## src/rtl/pls_pkg.sv

```systemverilog
package pls_pkg;
    localparam int COLOR_W   = 8;
    localparam int DATA_LN   = 4;
    localparam int ALL_LN    = DATA_LN + 1;
    localparam int SLOT_N    = 7;
    localparam int PIX_W     = 3 * COLOR_W + 3;

    typedef enum logic [2:0] {
        ST_IDLE,
        ST_SLOT1,
        ST_SLOT0,
        ST_SLOT6,
        ST_SLOT5,
        ST_SLOT4,
        ST_SLOT3,
        ST_SLOT2
    } slot_t;

    typedef struct packed {
        logic [COLOR_W-1:0] red;
        logic [COLOR_W-1:0] grn;
        logic [COLOR_W-1:0] blu;
        logic               vs;
        logic               hs;
        logic               de;
    } pixel_t;

    // clock lane pattern, first-sent bit in the MSB
    localparam logic [SLOT_N-1:0] CLK_SERIAL = 7'b1100011;
endpackage

```

## src/rtl/pls_lane_mapper.sv

```systemverilog
module pls_lane_mapper
    import pls_pkg::*;
(
    input  pixel_t                               pix,
    input  logic                                 map_sel,
    output logic [DATA_LN-1:0][SLOT_N-1:0]       slots
);
    always_comb begin
        if (map_sel) begin
            slots[0] = {pix.grn[2], pix.red[7:2]};
            slots[1] = {pix.blu[3:2], pix.grn[7:3]};
            slots[2] = {pix.de, pix.vs, pix.hs, pix.blu[7:4]};
            slots[3] = {1'b0, pix.blu[1:0], pix.grn[1:0], pix.red[1:0]};
        end else begin
            slots[0] = {pix.grn[0], pix.red[5:0]};
            slots[1] = {pix.blu[1:0], pix.grn[5:1]};
            slots[2] = {pix.de, pix.vs, pix.hs, pix.blu[5:2]};
            slots[3] = {1'b0, pix.blu[7:6], pix.grn[7:6], pix.red[7:6]};
        end
    end
endmodule

```

## src/rtl/pls_edge_capture.sv

```systemverilog
module pls_edge_capture
    import pls_pkg::*;
(
    input  logic   clk,
    input  logic   rst_n,
    input  logic   pix_clk,
    input  logic   edge_sel,
    input  pixel_t pix_in,
    output pixel_t pix_hold
);
    logic pclk_q;
    logic take;

    always_comb begin
        if (edge_sel) take = pix_clk & ~pclk_q;
        else          take = ~pix_clk & pclk_q;
    end

    always_ff @(posedge clk or negedge rst_n) begin
        if (!rst_n) begin
            pclk_q   <= 1'b0;
            pix_hold <= '0;
        end else begin
            pclk_q <= pix_clk;
            if (take) pix_hold <= pix_in;
        end
    end
endmodule

```

## src/rtl/pls_slot_fsm.sv

```systemverilog
module pls_slot_fsm
    import pls_pkg::*;
(
    input  logic  clk,
    input  logic  rst_n,
    input  logic  bit_en,
    input  logic  pwr_up,
    output slot_t state,
    output logic  load,
    output logic  shift
);
    slot_t nxt;

    always_ff @(posedge clk or negedge rst_n) begin
        if (!rst_n) state <= ST_IDLE;
        else        state <= nxt;
    end

    always_comb begin
        nxt  = state;
        load = 1'b0;
        if (!pwr_up) begin
            nxt = ST_IDLE;
        end else if (bit_en) begin
            unique case (state)
                ST_IDLE:  begin nxt = ST_SLOT1; load = 1'b1; end
                ST_SLOT1: nxt = ST_SLOT0;
                ST_SLOT0: nxt = ST_SLOT6;
                ST_SLOT6: nxt = ST_SLOT5;
                ST_SLOT5: nxt = ST_SLOT4;
                ST_SLOT4: nxt = ST_SLOT3;
                ST_SLOT3: nxt = ST_SLOT2;
                ST_SLOT2: begin nxt = ST_SLOT1; load = 1'b1; end
            endcase
        end
        shift = pwr_up & bit_en & ~load;
    end
endmodule

```

## src/rtl/pls_lane_shift.sv

```systemverilog
module pls_lane_shift
    import pls_pkg::*;
(
    input  logic                            clk,
    input  logic                            rst_n,
    input  logic                            pwr_up,
    input  logic                            load,
    input  logic                            shift,
    input  logic [ALL_LN-1:0][SLOT_N-1:0]   par,
    output logic [ALL_LN-1:0]               sbit
);
    for (genvar ln = 0; ln < ALL_LN; ln++) begin : g_lane
        logic [SLOT_N-1:0] sh;
        always_ff @(posedge clk or negedge rst_n) begin
            if (!rst_n)      sh <= '0;
            else if (!pwr_up) sh <= '0;
            else if (load)   sh <= par[ln];
            else if (shift)  sh <= {sh[SLOT_N-2:0], 1'b0};
        end
        assign sbit[ln] = sh[SLOT_N-1];
    end
endmodule

```

## src/rtl/pix_lane_serializer.sv

```systemverilog
module pix_lane_serializer
    import pls_pkg::*;
(
    input  logic               clk,
    input  logic               rst_n,
    input  logic               bit_en,
    input  logic               pix_clk,
    input  logic               edge_sel,
    input  logic               map_sel,
    input  logic               six_bit,
    input  logic               pwr_up,
    input  logic               drv_en,
    input  logic [7:0]         red,
    input  logic [7:0]         grn,
    input  logic [7:0]         blu,
    input  logic               vsync,
    input  logic               hsync,
    input  logic               de,
    output logic [3:0]         ser_dat,
    output logic               ser_clk,
    output logic [4:0]         ser_oe
);
    pixel_t                           pix_in;
    pixel_t                           pix_hold;
    logic [DATA_LN-1:0][SLOT_N-1:0]   slot_map;
    logic [ALL_LN-1:0][SLOT_N-1:0]    par;
    logic [ALL_LN-1:0]                sbit;
    slot_t                            slot_st;
    logic                             load;
    logic                             shift;
    logic                             lane_live;

    assign pix_in = '{red: red, grn: grn, blu: blu, vs: vsync, hs: hsync, de: de};

    pls_edge_capture u_cap (
        .clk      (clk),
        .rst_n    (rst_n),
        .pix_clk  (pix_clk),
        .edge_sel (edge_sel),
        .pix_in   (pix_in),
        .pix_hold (pix_hold)
    );

    pls_lane_mapper u_map (
        .pix     (pix_hold),
        .map_sel (map_sel),
        .slots   (slot_map)
    );

    // reorder each lane into send order: slot 1, 0, 6, 5, 4, 3, 2
    for (genvar ln = 0; ln < DATA_LN; ln++) begin : g_order
        assign par[ln] = {slot_map[ln][1], slot_map[ln][0], slot_map[ln][6:2]};
    end
    assign par[DATA_LN] = CLK_SERIAL;

    pls_slot_fsm u_fsm (
        .clk    (clk),
        .rst_n  (rst_n),
        .bit_en (bit_en),
        .pwr_up (pwr_up),
        .state  (slot_st),
        .load   (load),
        .shift  (shift)
    );

    pls_lane_shift u_shift (
        .clk    (clk),
        .rst_n  (rst_n),
        .pwr_up (pwr_up),
        .load   (load),
        .shift  (shift),
        .par    (par),
        .sbit   (sbit)
    );

    // output process: enables and masking
    always_comb begin
        lane_live = pwr_up & drv_en;
        for (int ln = 0; ln < DATA_LN; ln++) begin
            ser_oe[ln]  = lane_live & ~(six_bit && ln == DATA_LN - 1);
            ser_dat[ln] = sbit[ln] & ser_oe[ln];
        end
        ser_oe[DATA_LN] = lane_live;
        ser_clk         = sbit[DATA_LN] & lane_live;
    end
endmodule

```

## config.mk

```make
export PLATFORM = sky130hd
export DESIGN_NAME = pix_lane_serializer
export DESIGN_NICKNAME = d
export VERILOG_FILES = /design/src/rtl/pls_pkg.sv /design/src/rtl/pls_lane_mapper.sv /design/src/rtl/pls_edge_capture.sv /design/src/rtl/pls_slot_fsm.sv /design/src/rtl/pls_lane_shift.sv /design/src/rtl/pix_lane_serializer.sv
export SDC_FILE = /design/constraint.sdc
export NUM_CORES = 1
export LEC_CHECK = 0
export CAP_MARGIN = 25
export CORE_ASPECT_RATIO = 1.25
export CORE_UTILIZATION = 50
export DETAILED_ROUTE_END_ITERATION = 8
export PLACE_DENSITY = 0.84
export REMOVE_ABC_BUFFERS = 1
export SLEW_MARGIN = 40
export SYNTH_ARGS = -nofsm -noshare
export SYNTH_HDL_FRONTEND = slang
export SYNTH_SLANG_ARGS = --single-unit
```

## constraint.sdc

```tcl
create_clock -name clk -period 2 [get_ports clk]
set_clock_uncertainty 0.15 [all_clocks]
set_input_delay 0.2 -clock clk [delete_from_list [all_inputs] [get_ports clk]]
set_output_delay 0.2 -clock clk [all_outputs]
set_load 0.01 [all_outputs]
```

==> results_dict.tcl <==
set metrics [dict create \
    setup_slack_ns 0.109 \
    timing_worst_setup_path_type "in2out" \
    vias 2124 \
    yosys-mux-area-fraction 0.190 \
    ys_warn_count 0 \
    preCtsSetupSlack_ns 0.0658 \
    holdWs_ns 0.211 \
    slew-limit-headroom 0.684 \
    yosysSeqAreaShare 0.541 \
    area_growth_pct 25.7 \
    grt_pass1_wl_um 9780 \
    cts_root_buf "clkbuf_8" \
    n_fill_cell 440 \
    grt_max_degree 67 \
    antenna_found_initial 0 \
    fp-row-count 31 \
    ir_worst_vdd_uv 654 \
    finalSetupViolations 0 \
    switching_share 0.254 \
    fin_cells 380 \
    clockBufferDepth 2 \
    port_buffers 45 \
    synth_top_family_by_area "multiplexers" \
    syn_area_per_cell_um2 12.6 \
    final_max_slew_viol_count 0 \
    intPower_mw 2.49 \
    ant_nets 0 \
    tightest_slew_ns 0.462 \
    worstPathMaxFanout 2 \
    p_comb_frac 0.173 \
    post-route-min-period_ns 1.89 \
    die_area_mm2 0.00642 \
    grt_pass1_vias 2113 \
    postCtsSetupBuffers 0 \
    outcome "completed" \
    numCtsBuffers 9 \
    cts_tree "yes" \
    synth_cells 242 \
    initial_utilization 0.521 \
    hpwl_um 4050 \
    die_h_um 89.3 \
    hold_viol 0 \
    slowest_delay_ns 0.53 \
    p_sw_mw 0.846 \
    synth-simple-area-share 0.0886 \
    placedCellCount 363 \
    synthDistinctLibCells 29 \
    firstDrtPassIters 4 \
    drive_gt1_frac 0.195 \
    syn_area_mm2 0.00305 \
    nets 333 \
    cts_max_level 3 \
    diodes 0 \
    grt-ovfl-total 0 \
    cp_data_arrival_time_ns 1.54 \
    seqPwrFrac 0.494 \
    async_flop_share 1.00 \
    cp-end-kind "output pin" \
    die_x_um 71.9 \
    clkTransAtPathRegs_ns 0.06 \
    leakage_nw 1.71 \
    synth-edff-count 0 \
    mostFrequentLayoutCell "dfrtp_1" \
    routabilityCongestion 0.748 \
    wl_um 5760 \
    startpoint_type "input port" \
    wl_per_cell_um 15.2 \
    drtIter0Drc 131 \
    cp_common_cell "clkdlybuf4s50_1" \
    crit_chain "clkdlybuf4s50_1 -> nand2_1 -> nor2_2 -> and2_1 -> clkdlybuf4s50_1" \
    power_density_mw_per_mm2 869 \
    cpMaxStageDelayCell "clkdlybuf4s50_1" \
    ios 46 \
    clk_latency_ns 0.33 \
    final_cell_mix "dfrtp_1, clkdlybuf4s50_1, mux2i_1" \
    final_min_period_over_clock_period 0.945 \
    ys.flop_type "dfrtp_1" \
    synth_xor_area_frac 0 \
    clkSinkCount 66 \
    maxCapViolCount 0 \
    drc_errors 0 \
    worst_ep_required_time_ns 1.65 \
    fp.coreArea_mm2 0.00586 \
    power.total_mw 3.33 \
    final_core_util 0.655 \
    clkPwrFrac 0.333 \
    grt_use_total 0.204 \
    synth_seq_cells 66 \
    viasPerCell 5.59 \
    synth_fa_ha_area_frac 0.0164 \
    synth_compound_area_frac 0.121 \
    rsz0062_at_grt "false" \
    fmax_ghz 0.529 \
    min_path_type "in2reg" \
]
[registers in the layout (all words and copies together), names as in the netlist]
| register | flops |
|---|---|
| u_shift.g_lane.sh | 35 |
| u_cap.pix_hold | 27 |
| u_fsm.state | 3 |
| u_cap.pclk_q | 1 |
[cell families after synthesis]
kind of cell	after synthesis
compound gates	43
mux	54
fa+ha+maj	4
flops	66
simple gates	52
buf+inv	23
[final cells by class]
class,instances,area (µm²),share of cell area
tap,82,103,0.0268
sequential,66,1650,0.431
inverter,3,11.3,0.00294
timing repair buffer,60,598,0.156
clock buffer,14,163,0.0424
multi-input combinational,153,1270,0.332
clock inverter,2,35.0,0.00914
[cells in the mapped netlist, types with 2 or more instances]
library cell	count	area [µm²]
buf_6	2	22.5
ha_1	4	50.1
nand2_1	9	33.8
nor2b_1	3	18.8
clkbuf_1	6	22.5
a21oi_1	4	20.0
buf_4	6	45.0
a221o_1	23	230
nand2b_1	2	12.5
dfrtp_1	66	1650
and2_1	4	25.0
nor2_1	6	22.5
a22o_1	4	35.0
buf_2	6	30.0
mux2_1	2	22.5
and3_1	4	25.0
inv_1	3	11.3
mux2i_1	26	260
a211oi_1	2	15.0
mux2_2	25	282
nor3_1	20	100
o21ai_0	8	40.0
[power by group through the flow]
stage | combinational [mW] | clock, mW | sequential, mW
2_1_floorplan | 0.345 | 0 | 1.62
3_3_place_gp | 0.559 | 0 | 1.66
3_5_place_dp | 0.579 | 0 | 1.67
4_1_cts | 0.585 | 1.13 | 1.65
5_1_grt | 0.637 | 1.22 | 1.67
6_report | 0.577 | 1.11 | 1.65
[per-layer routing]
metal,vias to the layer above,global-route usage,share of wire
li1,1005,-,-
met1,1074,0.248,0.44
met2,39,0.338,0.52
met3,6,0.0519,0.026
met4,0,0.107,0.017
met5,-,0,0
[per-stage QoR]
step | setup TNS (ns) | instance area [µm²]
floorplan | -4.88 | 2930
global placement | 0 | 3620
detailed placement | 0 | 3620
CTS | 0 | 3830
global route | 0 | 3830
finish | 0 | 3830
[worst max-delay path, delay by kind of cell]
family        cells  cell delay (ns)
buf+inv           2             1.02
simple gates      3             0.33
[worst paths after layout]
kind / startpoint / to / slack [ns] / cells past startpoint
worst max-delay path: drv_en / ser_dat[3] / 0.11 / 5
worst min-delay path: pix_clk / u_cap.pclk_q / 0.21 / 1
worst min register to register: u_shift.g_lane[4].sh[0] / u_shift.g_lane[4].sh[0] / 0.33 / 2
worst max register to register: u_fsm.state[0] / u_shift.g_lane[0].sh[1] / 0.12 / 6
min in group asynchronous: rst_n / u_cap.pix_hold[21] / 0.26 / 3
max in group asynchronous: rst_n / u_cap.pix_hold[5] / 1.16 / 3
[timing repair]
action	CTS	global route
resized for setup	0	1
hold buffers	1	0
endpoints found under the hold margin	66	0
endpoints found under the setup margin	0	1
(Power assumes the default switching activity.)
